==> src/rtl/upg_pkg.sv <==
package upg_pkg;
  typedef enum logic [1:0] {
    CMB_NONE = 2'd0,
    CMB_AND  = 2'd1,
    CMB_OR   = 2'd2,
    CMB_XOR  = 2'd3
  } cmb_mode_e;

  localparam int FLD_W = 3;
  localparam logic [FLD_W-1:0] FLD_HSTART = 3'd0;
  localparam logic [FLD_W-1:0] FLD_HSTOP  = 3'd1;
  localparam logic [FLD_W-1:0] FLD_VSTART = 3'd2;
  localparam logic [FLD_W-1:0] FLD_VSTOP  = 3'd3;
  localparam logic [FLD_W-1:0] FLD_CTRL   = 3'd4;
endpackage

==> src/rtl/upg_regs.sv <==
module upg_regs
  import upg_pkg::*;
#(
  parameter int N_OUT  = 4,
  parameter int H_W    = 12,
  parameter int V_W    = 12,
  parameter int DATA_W = 12,
  parameter int ADDR_W = 5
) (
  input  logic                        clk_i,
  input  logic                        rst_ni,
  input  logic                        frame_start_i,
  input  logic                        wr_en_i,
  input  logic [ADDR_W-1:0]           wr_addr_i,
  input  logic [DATA_W-1:0]           wr_data_i,
  output logic [N_OUT-1:0][H_W-1:0]   stg_hs_o,
  output logic [N_OUT-1:0][H_W-1:0]   stg_he_o,
  output logic [N_OUT-1:0][V_W-1:0]   stg_vs_o,
  output logic [N_OUT-1:0][V_W-1:0]   stg_ve_o,
  output logic [N_OUT-1:0]            stg_pol_o,
  output logic [N_OUT-1:0][1:0]       stg_mode_o,
  output logic [N_OUT-1:0][H_W-1:0]   act_hs_o,
  output logic [N_OUT-1:0][H_W-1:0]   act_he_o,
  output logic [N_OUT-1:0][V_W-1:0]   act_vs_o,
  output logic [N_OUT-1:0][V_W-1:0]   act_ve_o,
  output logic [N_OUT-1:0]            act_pol_o,
  output logic [N_OUT-1:0][1:0]       act_mode_o
);
  localparam int IDX_W = ADDR_W - FLD_W;

  logic [IDX_W-1:0] wr_idx;
  logic [FLD_W-1:0] wr_fld;
  assign wr_idx = wr_addr_i[ADDR_W-1:FLD_W];
  assign wr_fld = wr_addr_i[FLD_W-1:0];

  for (genvar g = 0; g < N_OUT; g++) begin : g_ch
    logic sel;
    assign sel = wr_en_i && (wr_idx == IDX_W'(g));

    always_ff @(posedge clk_i or negedge rst_ni) begin
      if (!rst_ni) begin
        stg_hs_o[g]   <= '0;
        stg_he_o[g]   <= '0;
        stg_vs_o[g]   <= '0;
        stg_ve_o[g]   <= '0;
        stg_pol_o[g]  <= 1'b0;
        stg_mode_o[g] <= '0;
      end else if (sel) begin
        case (wr_fld)
          FLD_HSTART: stg_hs_o[g] <= wr_data_i[H_W-1:0];
          FLD_HSTOP:  stg_he_o[g] <= wr_data_i[H_W-1:0];
          FLD_VSTART: stg_vs_o[g] <= wr_data_i[V_W-1:0];
          FLD_VSTOP:  stg_ve_o[g] <= wr_data_i[V_W-1:0];
          FLD_CTRL: begin
            stg_pol_o[g]  <= wr_data_i[0];
            stg_mode_o[g] <= wr_data_i[2:1];
          end
          default: ;
        endcase
      end
    end

    // working set only moves at the frame boundary
    always_ff @(posedge clk_i or negedge rst_ni) begin
      if (!rst_ni) begin
        act_hs_o[g]   <= '0;
        act_he_o[g]   <= '0;
        act_vs_o[g]   <= '0;
        act_ve_o[g]   <= '0;
        act_pol_o[g]  <= 1'b0;
        act_mode_o[g] <= '0;
      end else if (frame_start_i) begin
        act_hs_o[g]   <= stg_hs_o[g];
        act_he_o[g]   <= stg_he_o[g];
        act_vs_o[g]   <= stg_vs_o[g];
        act_ve_o[g]   <= stg_ve_o[g];
        act_pol_o[g]  <= stg_pol_o[g];
        act_mode_o[g] <= stg_mode_o[g];
      end
    end
  end
endmodule

==> src/rtl/upg_window.sv <==
module upg_window #(
  parameter int H_W = 12,
  parameter int V_W = 12
) (
  input  logic [H_W-1:0] h_cnt_i,
  input  logic [V_W-1:0] v_cnt_i,
  input  logic [H_W-1:0] hs_i,
  input  logic [H_W-1:0] he_i,
  input  logic [V_W-1:0] vs_i,
  input  logic [V_W-1:0] ve_i,
  output logic           win_o
);
  logic h_in, v_in;
  // half-open intervals: start == stop gives an empty window
  assign h_in  = (h_cnt_i >= hs_i) && (h_cnt_i < he_i);
  assign v_in  = (v_cnt_i >= vs_i) && (v_cnt_i < ve_i);
  assign win_o = h_in && v_in;
endmodule

==> src/rtl/upg_combine.sv <==
module upg_combine
  import upg_pkg::*;
#(
  parameter int N_OUT = 4
) (
  input  logic [N_OUT-1:0]      win_i,
  input  logic [N_OUT-1:0][1:0] mode_i,
  input  logic [N_OUT-1:0]      pol_i,
  output logic [N_OUT-1:0]      pulse_o
);
  for (genvar g = 0; g < N_OUT; g++) begin : g_cmb
    localparam int NXT = (g + 1) % N_OUT;
    logic raw;
    always_comb begin
      case (cmb_mode_e'(mode_i[g]))
        CMB_AND: raw = win_i[g] & win_i[NXT];
        CMB_OR:  raw = win_i[g] | win_i[NXT];
        CMB_XOR: raw = win_i[g] ^ win_i[NXT];
        default: raw = win_i[g];
      endcase
    end
    assign pulse_o[g] = raw ^ pol_i[g];
  end
endmodule

==> src/rtl/user_pulse_gen.sv <==
module user_pulse_gen #(
  parameter int N_OUT  = 4,
  parameter int H_W    = 12,
  parameter int V_W    = 12,
  parameter int DATA_W = 12,
  localparam int ADDR_W = $clog2(N_OUT) + upg_pkg::FLD_W
) (
  input  logic              clk_i,
  input  logic              rst_ni,
  input  logic              frame_start_i,
  input  logic [H_W-1:0]    h_cnt_i,
  input  logic [V_W-1:0]    v_cnt_i,
  input  logic              wr_en_i,
  input  logic [ADDR_W-1:0] wr_addr_i,
  input  logic [DATA_W-1:0] wr_data_i,
  output logic [N_OUT-1:0]  pulse_o
);
  logic [N_OUT-1:0][H_W-1:0] stg_hs, stg_he, act_hs, act_he;
  logic [N_OUT-1:0][V_W-1:0] stg_vs, stg_ve, act_vs, act_ve;
  logic [N_OUT-1:0]          stg_pol, act_pol;
  logic [N_OUT-1:0][1:0]     stg_mode, act_mode;
  logic [N_OUT-1:0]          win, pulse_d;

  upg_regs #(
    .N_OUT(N_OUT), .H_W(H_W), .V_W(V_W), .DATA_W(DATA_W), .ADDR_W(ADDR_W)
  ) u_regs (
    .clk_i        (clk_i),
    .rst_ni       (rst_ni),
    .frame_start_i(frame_start_i),
    .wr_en_i      (wr_en_i),
    .wr_addr_i    (wr_addr_i),
    .wr_data_i    (wr_data_i),
    .stg_hs_o     (stg_hs),
    .stg_he_o     (stg_he),
    .stg_vs_o     (stg_vs),
    .stg_ve_o     (stg_ve),
    .stg_pol_o    (stg_pol),
    .stg_mode_o   (stg_mode),
    .act_hs_o     (act_hs),
    .act_he_o     (act_he),
    .act_vs_o     (act_vs),
    .act_ve_o     (act_ve),
    .act_pol_o    (act_pol),
    .act_mode_o   (act_mode)
  );

  for (genvar g = 0; g < N_OUT; g++) begin : g_win
    upg_window #(.H_W(H_W), .V_W(V_W)) u_win (
      .h_cnt_i(h_cnt_i),
      .v_cnt_i(v_cnt_i),
      .hs_i   (act_hs[g]),
      .he_i   (act_he[g]),
      .vs_i   (act_vs[g]),
      .ve_i   (act_ve[g]),
      .win_o  (win[g])
    );
  end

  upg_combine #(.N_OUT(N_OUT)) u_cmb (
    .win_i  (win),
    .mode_i (act_mode),
    .pol_i  (act_pol),
    .pulse_o(pulse_d)
  );

  always_ff @(posedge clk_i or negedge rst_ni) begin
    if (!rst_ni) pulse_o <= '0;
    else         pulse_o <= pulse_d;
  end
endmodule

==> config.mk <==
export PLATFORM = sky130hd
export DESIGN_NAME = user_pulse_gen
export DESIGN_NICKNAME = d
export VERILOG_FILES = /design/src/rtl/upg_pkg.sv /design/src/rtl/upg_regs.sv /design/src/rtl/upg_window.sv /design/src/rtl/upg_combine.sv /design/src/rtl/user_pulse_gen.sv
export SDC_FILE = /design/constraint.sdc
export NUM_CORES = 1
export LEC_CHECK = 0
export BUFFER_PORTS_ARGS = -buffer_cell sky130_fd_sc_hd__clkbuf_2
export CAP_MARGIN = 10
export CELL_PAD_IN_SITES_DETAIL_PLACEMENT = 0
export CELL_PAD_IN_SITES_GLOBAL_PLACEMENT = 1
export CORE_UTILIZATION = 45
export DETAILED_ROUTE_END_ITERATION = 10
export PLACE_DENSITY_LB_ADDON = 0.1
export REMOVE_ABC_BUFFERS = 1
export SLEW_MARGIN = 30
export SYNTH_ARGS = -nofsm -noshare
export SYNTH_HDL_FRONTEND = slang
export SYNTH_SLANG_ARGS = --single-unit
==> constraint.sdc <==
create_clock -name clk_i -period 3.15 [get_ports clk_i]
set_input_delay 0.1575 -clock clk_i [delete_from_list [all_inputs] [get_ports clk_i]]
set_output_delay 0.1575 -clock clk_i [all_outputs]
set_load 0.05 [all_outputs]
## After elaboration in Yosys (flattened, before gate mapping)

Cells that the tools add are included.

- Flip-flop bits (word level): 412
- Input port bits: 45
- Output and inout port bits: 4
- Word-level logic and storage cells: 142

- $lt $le $gt $ge: 16
- Equality and inequality tests: 19
- Mux-type cells: 4
- Bitwise logic cells: 16
- Reductions and logical operators: 38

Operators by type and width:

| operator | count |
|---|---|
| >= comparator 12 bit | 8 |
| < comparator 12 bit | 8 |
| AND reduction 2 bit | 20 |
| equality test 2 bit (second input constant) | 10 |
| logical AND 1 bit | 16 |
| case mux 1 bit (3 select lines) | 4 |
| equality test 2 x 1 -> 1 bit (second input constant) | 5 |
| bitwise XOR 1 bit | 8 |
| equality test 3 x 2 -> 1 bit (second input constant) | 2 |
| bitwise AND 1 bit | 4 |
| OR 1 bit | 4 |
| equality test 3 x 1 -> 1 bit (second input constant) | 1 |
| equality test 3 bit (second input constant) | 1 |
| logical NOT 3 bit | 1 |
| logical NOT 2 bit | 1 |

## Longest topological paths before layout

- Word-level depth: 6
- Depth in mapped cells: 15
- Depth with buffers taken out: 15

## Cells and area by module

A second synthesis with hierarchy kept.

- Cell total of the unflattened synthesis: 1541
- Area total of the unflattened synthesis: 20250.7 um^2

Modules (own cells, without submodules):

| module | times used | cells each | area an instance (um^2) | seq. area each (um^2) |
|---|---|---|---|---|
| upg_regs | 1 | 899 | 15284.7 | 10209.8 |
| upg_window at g_win[0].u_win ... | 3 | 153 | 1151.1 | 0.0 |
| upg_window at g_win[1].u_win | 1 | 155 | 1157.4 | 0.0 |
| upg_combine | 1 | 24 | 255.2 | 0.0 |
| user_pulse_gen | 1 | 4 | 100.1 | 100.1 |

## Worst setup path after synthesis

No wires, ideal clock.

- Path kind: reg-to-reg
- From: register u_regs.act_ve_o[9] (netlist name)
- To: register pulse_o[3]
- Setup time: 0.087 ns
- Arrival time: 2.708 ns
- Required time: 3.063 ns
- Setup slack: 0.356 ns
- Cell stages (with the launch flop): 14
- Path buffers: 0
- Clock period less this slack: 2.794 ns
- Cells stage by stage: dfrtp_1 inv_1 ha_1 a211oi_1 nor2_1 a2111oi_0 o211ai_1 nor4_2 inv_1 ha_1 mux2i_1 a22o_1 or2_2 o211ai_1

- Cells in the longest elaborated chain, start to end: 6
- Elaborated cells on any way between the ends: 8
- Classes of those cells: order compare: 1; mux: 1; bitwise: 4; reduce/logical: 2

RTL lines:

| item | RTL line | source |
|---|---|---|
| start: declaration | upg_regs.sv:25 | `output logic [N_OUT-1:0][V_W-1:0] act_ve_o,` |
| start signal: indexed assignment | upg_regs.sv:76 | `act_ve_o[g] <= stg_ve_o[g];` |
| < comparator 12 bit * | upg_window.sv:16 | `assign v_in = (v_cnt_i >= vs_i) && (v_cnt_i < ve_i);` |
| logical AND 1 bit * | upg_window.sv:16 |  |
| logical AND 1 bit * | upg_window.sv:17 | `assign win_o = h_in && v_in;` |
| bitwise XOR 1 bit, or another cell as far along | upg_combine.sv:18 | `CMB_XOR: raw = win_i[g] ^ win_i[NXT];` |
| case mux 1 bit (3 select lines) * | upg_combine.sv:15 | `case (cmb_mode_e'(mode_i[g]))` |
| bitwise XOR 1 bit * | upg_combine.sv:22 | `assign pulse_o[g] = raw ^ pol_i[g];` |
| net pulse_d[3] | user_pulse_gen.sv:22 | `logic [N_OUT-1:0] win, pulse_d;` |
| end signal: assignment | user_pulse_gen.sv:68 | `else pulse_o <= pulse_d;` |
| end: declaration | user_pulse_gen.sv:16 | `output logic [N_OUT-1:0] pulse_o` |

The timed path passes the listed nets; every way through them passes the cells marked *.
A chain may end at the register's enable or synchronous reset.

## Worst setup path after layout

- From: register u_regs.act_vs_o[2] (netlist name)
- To: register pulse_o[0]

- Cells in the longest elaborated chain, start to end: 6
- Elaborated cells on any way between the ends: 8
- Classes of those cells: order compare: 1; mux: 1; bitwise: 4; reduce/logical: 2

RTL lines:

| item | RTL line | source |
|---|---|---|
| start: declaration | upg_regs.sv:24 | `output logic [N_OUT-1:0][V_W-1:0] act_vs_o,` |
| start signal: indexed assignment | upg_regs.sv:75 | `act_vs_o[g] <= stg_vs_o[g];` |
| >= comparator 12 bit * | upg_window.sv:16 |  |
| logical AND 1 bit * | upg_window.sv:16 |  |
| logical AND 1 bit * | upg_window.sv:17 |  |
| bitwise XOR 1 bit, or another cell as far along | upg_combine.sv:18 |  |
| case mux 1 bit (3 select lines) * | upg_combine.sv:15 |  |
| bitwise XOR 1 bit * | upg_combine.sv:22 |  |
| net pulse_d[0] | user_pulse_gen.sv:22 |  |

Marks and branches as above.

==> impl_metrics.json <==
{
  "detail-route-antenna-nets": 0,
  "worst_pin_slew_ps": 943.9,
  "slew_violations": 0,
  "via_per_inst": 5.168,
  "die_w_um": 211.1,
  "grt_max_degree": 94,
  "powerDensity_nw_per_um2": 669.8,
  "ir_drop_mv": 0.3514,
  "status": "completed",
  "grt_pass1_vias": 13030,
  "syn_area_per_cell_um2": 11.22,
  "clkSinkCount": 412,
  "gp_congestion": 0.7747,
  "wl_um": 47340,
  "path_class": "reg2reg",
  "fin_nets": 2086,
  "startpoint_type": "flop",
  "clk_pin_slew_ps": 60,
  "dp_hpwl_um": 31610,
  "required_ps": 3610,
  "cp-end-kind": "flop",
  "htree_num_levels": 2,
  "synth_flop_cell": "dfrtp_1",
  "period_minus_slack_ps": 2966,
  "ys_seq_area_share_pct": 52.40,
  "fmax_mhz": 337.1,
  "cts_tree": "done",
  "core_um2": 43080,
  "max-slew-margin-rel_pct": 37.07,
  "fillCellCount": 3798,
  "clock_path_buffers": 3,
  "critPathArrivalTime_ps": 3430,
  "yosysMostFrequentCell": "dfrtp_1",
  "numCtsBuffers": 47,
  "ys_top_cells_by_count": "dfrtp_1, mux2_2, nand2_1",
  "antenna_found_initial": 2,
  "clock_tree.root_cell": "clkbuf_16",
  "syn_area_um2": 19670,
  "clk-insertion-delay-late_ps": 580,
  "grt_first_pass_wirelength_um": 76170,
  "critPathMaxStageDelay_ps": 470,
  "ys_types": 55,
  "finalHoldViolCount": 0,
  "synth-edff-count": 0,
  "post_drt_wl_per_cell_um": 19.15,
  "ys_ff_latch": 412,
  "io_pins": 49,
  "synthTopCellsByArea": "dfrtp_1, mux2_2, ha_1, o21ai_0, nand2_1",
  "drive_gt1_share_pct": 23.65,
  "grt_usage_pct": 22.64,
  "cap_violations": 0,
  "fin_setup_tns_ps": 0,
  "start_util_pct": 45.67,
  "hold_class": "in2reg",
  "synth_top_area_share_pct": 52.40,
  "drt_iter0_markers": 666,
  "synthCells": 1754,
  "final-setup-viol-count": 0,
  "async_flop_share_pct": 100.0,
  "syn_to_final_growth_pct": 15.36,
  "route.detailed.drc": 0,
  "first_pass_iters": 5,
  "synth_warnings": 0,
  "total_power_mw": 15.20,
  "crit_chain": "inv_1 > ha_1 > a211o_1 > a31oi_2 > o221ai_2 > a221oi_2 > buf_4 > nor4_4 > inv_1 > ha_1 > mux4_2 > xor2_1",
  "synth_top_cell_by_area": "dfrtp_1",
  "overflow": 0,
  "clock_skew_ps": 13.82,
  "io_buffer_count": 48,
  "std_cell_rows": 76,
  "dieArea_um2": 44560,
  "fin_crit_sh_pct": 94.17,
  "crit_slowest_cell": "mux4_2",
  "p_leak_nw": 10.86,
  "vias": 12780,
  "die_y_um": 211.1,
  "cp_max_fo": 2,
  "rsz0062_at_grt": "yes"
}
## logic make-up (layout without fill, tap and decap cells)
logic type | count (synthesis) | in the layout | share of synthesized area (%)
buf+inv | 264 | 396 | 5.043
flops | 412 | 412 | 52.40
simple gates | 326 | 326 | 7.345
mux | 234 | 234 | 13.50
compound gates | 323 | 323 | 9.362
other cells | 0 | 1 | 0
xor+xnor | 3 | 3 | 0.1336
fa+ha+maj | 192 | 192 | 12.21
## path summary, 6_finish.rpt
| path | depth (start not counted) | start | slack (ps) | end |
|---|---|---|---|---|
| min in group asynchronous | 2 | rst_ni | 140 | u_regs.stg_hs_o[20] |
| worst max-delay path | 12 | u_regs.act_vs_o[2] | 180 | pulse_o[0] |
| worst min-delay path | 3 | frame_start_i | 50 | u_regs.act_hs_o[4] |
| worst min register to register | 2 | u_regs.stg_he_o[15] | 470 | u_regs.act_he_o[15] |
| worst max register to register | 12 | u_regs.act_vs_o[2] | 180 | pulse_o[0] |
| max in group asynchronous | 3 | rst_ni | 2050 | u_regs.act_vs_o[36] |
## registers in the layout, summed over array words and instances (netlist names), 8 cells and up
signal,flops
u_regs.act_he_o,48
u_regs.act_hs_o,48
u_regs.act_mode_o,8
u_regs.act_ve_o,48
u_regs.act_vs_o,48
u_regs.stg_he_o,48
u_regs.stg_hs_o,48
u_regs.stg_mode_o,8
u_regs.stg_ve_o,48
u_regs.stg_vs_o,48
## area by class of cell
cell class	instances	area (µm²)	share of cell area, %
sequential	412	10310	45.43
multi-input combinational	1078	8452	37.24
clock buffer	69	1431	6.307
timing repair buffer	119	908.4	4.002
tap	585	732.0	3.225
inverter	191	716.9	3.159
clock inverter	17	142.6	0.6285
antenna	1	2.502	0.01103
## stage by stage
stage	cell area [µm²]	hold slack, ps	instances	setup WS, ps	util (%)
after global placement	21040	167.9	2384	47.75	48.84
after CTS	22620	35.54	2471	21.80	52.52
after global routing	22690	89.17	2471	-2.913	52.68
final	22700	54.43	2472	183.6	52.69
after detailed placement	21040	178.5	2384	35.49	48.84
after floorplan	19400	-138.1	1681	355.8	-
## layout by cell type, fill, tap and decap left out, types with 3 or more instances in the layout
| cell type | instances |
|---|---|
| nand3_1 | 6 |
| a31oi_1 | 5 |
| clkbuf_2 | 46 |
| o211ai_1 | 5 |
| nand4_1 | 21 |
| and3_1 | 3 |
| clkbuf_16 | 49 |
| a31oi_2 | 3 |
| nand2b_1 | 12 |
| nor4_1 | 3 |
| clkbuf_8 | 13 |
| nor2_1 | 29 |
| nor2b_1 | 13 |
| nor3b_1 | 5 |
| ha_1 | 192 |
| clkinv_2 | 12 |
| inv_1 | 191 |
| dfrtp_1 | 412 |
| buf_4 | 61 |
| a211o_1 | 6 |
| mux2_2 | 231 |
| o21ai_0 | 200 |
| nand2_1 | 219 |
| and4_1 | 4 |
| a211oi_1 | 7 |
| o21ai_1 | 4 |
| a21o_1 | 21 |
| buf_12 | 9 |
| clkbuf_1 | 7 |
| a21oi_1 | 45 |
| clkinvlp_4 | 3 |
## worst max-delay path: cells and delay by family, from the launching register on
| family | cells | cell delay, ps |
|---|---|---|
| AOI/OAI and AO/OA | 4 | 1020 |
| adders and majority gates | 2 | 490 |
| muxes | 1 | 470 |
| DFF | 1 | 360 |
| buffers and inverters | 3 | 320 |
| xor gates and xnor gates | 1 | 150 |
| and+or+nand+nor | 1 | 50 |
## metal layers
layer  GRT usage [%]  vias up  wire, µm
met5               0        -         0
met4           6.572        0       958
li1                -     6209         -
met2           35.06      143     21150
met1           33.25     6363     23900
met3           2.780       61      1333
## what timing repair did
action | in CTS | in global routing
hold buffers | 1 | 0
setup buffers | 0 | 0
endpoints found under the setup margin | 0 | 2
gates resized for setup | 0 | 12
hold endpoints to repair | 64 | 0
## power by group
part           internal, mW  switching (mW)
clock                  3.30            2.22
sequential             6.33           0.408
combinational          1.34            1.61
No activity file was read; power rests on OpenSTA's default activity.
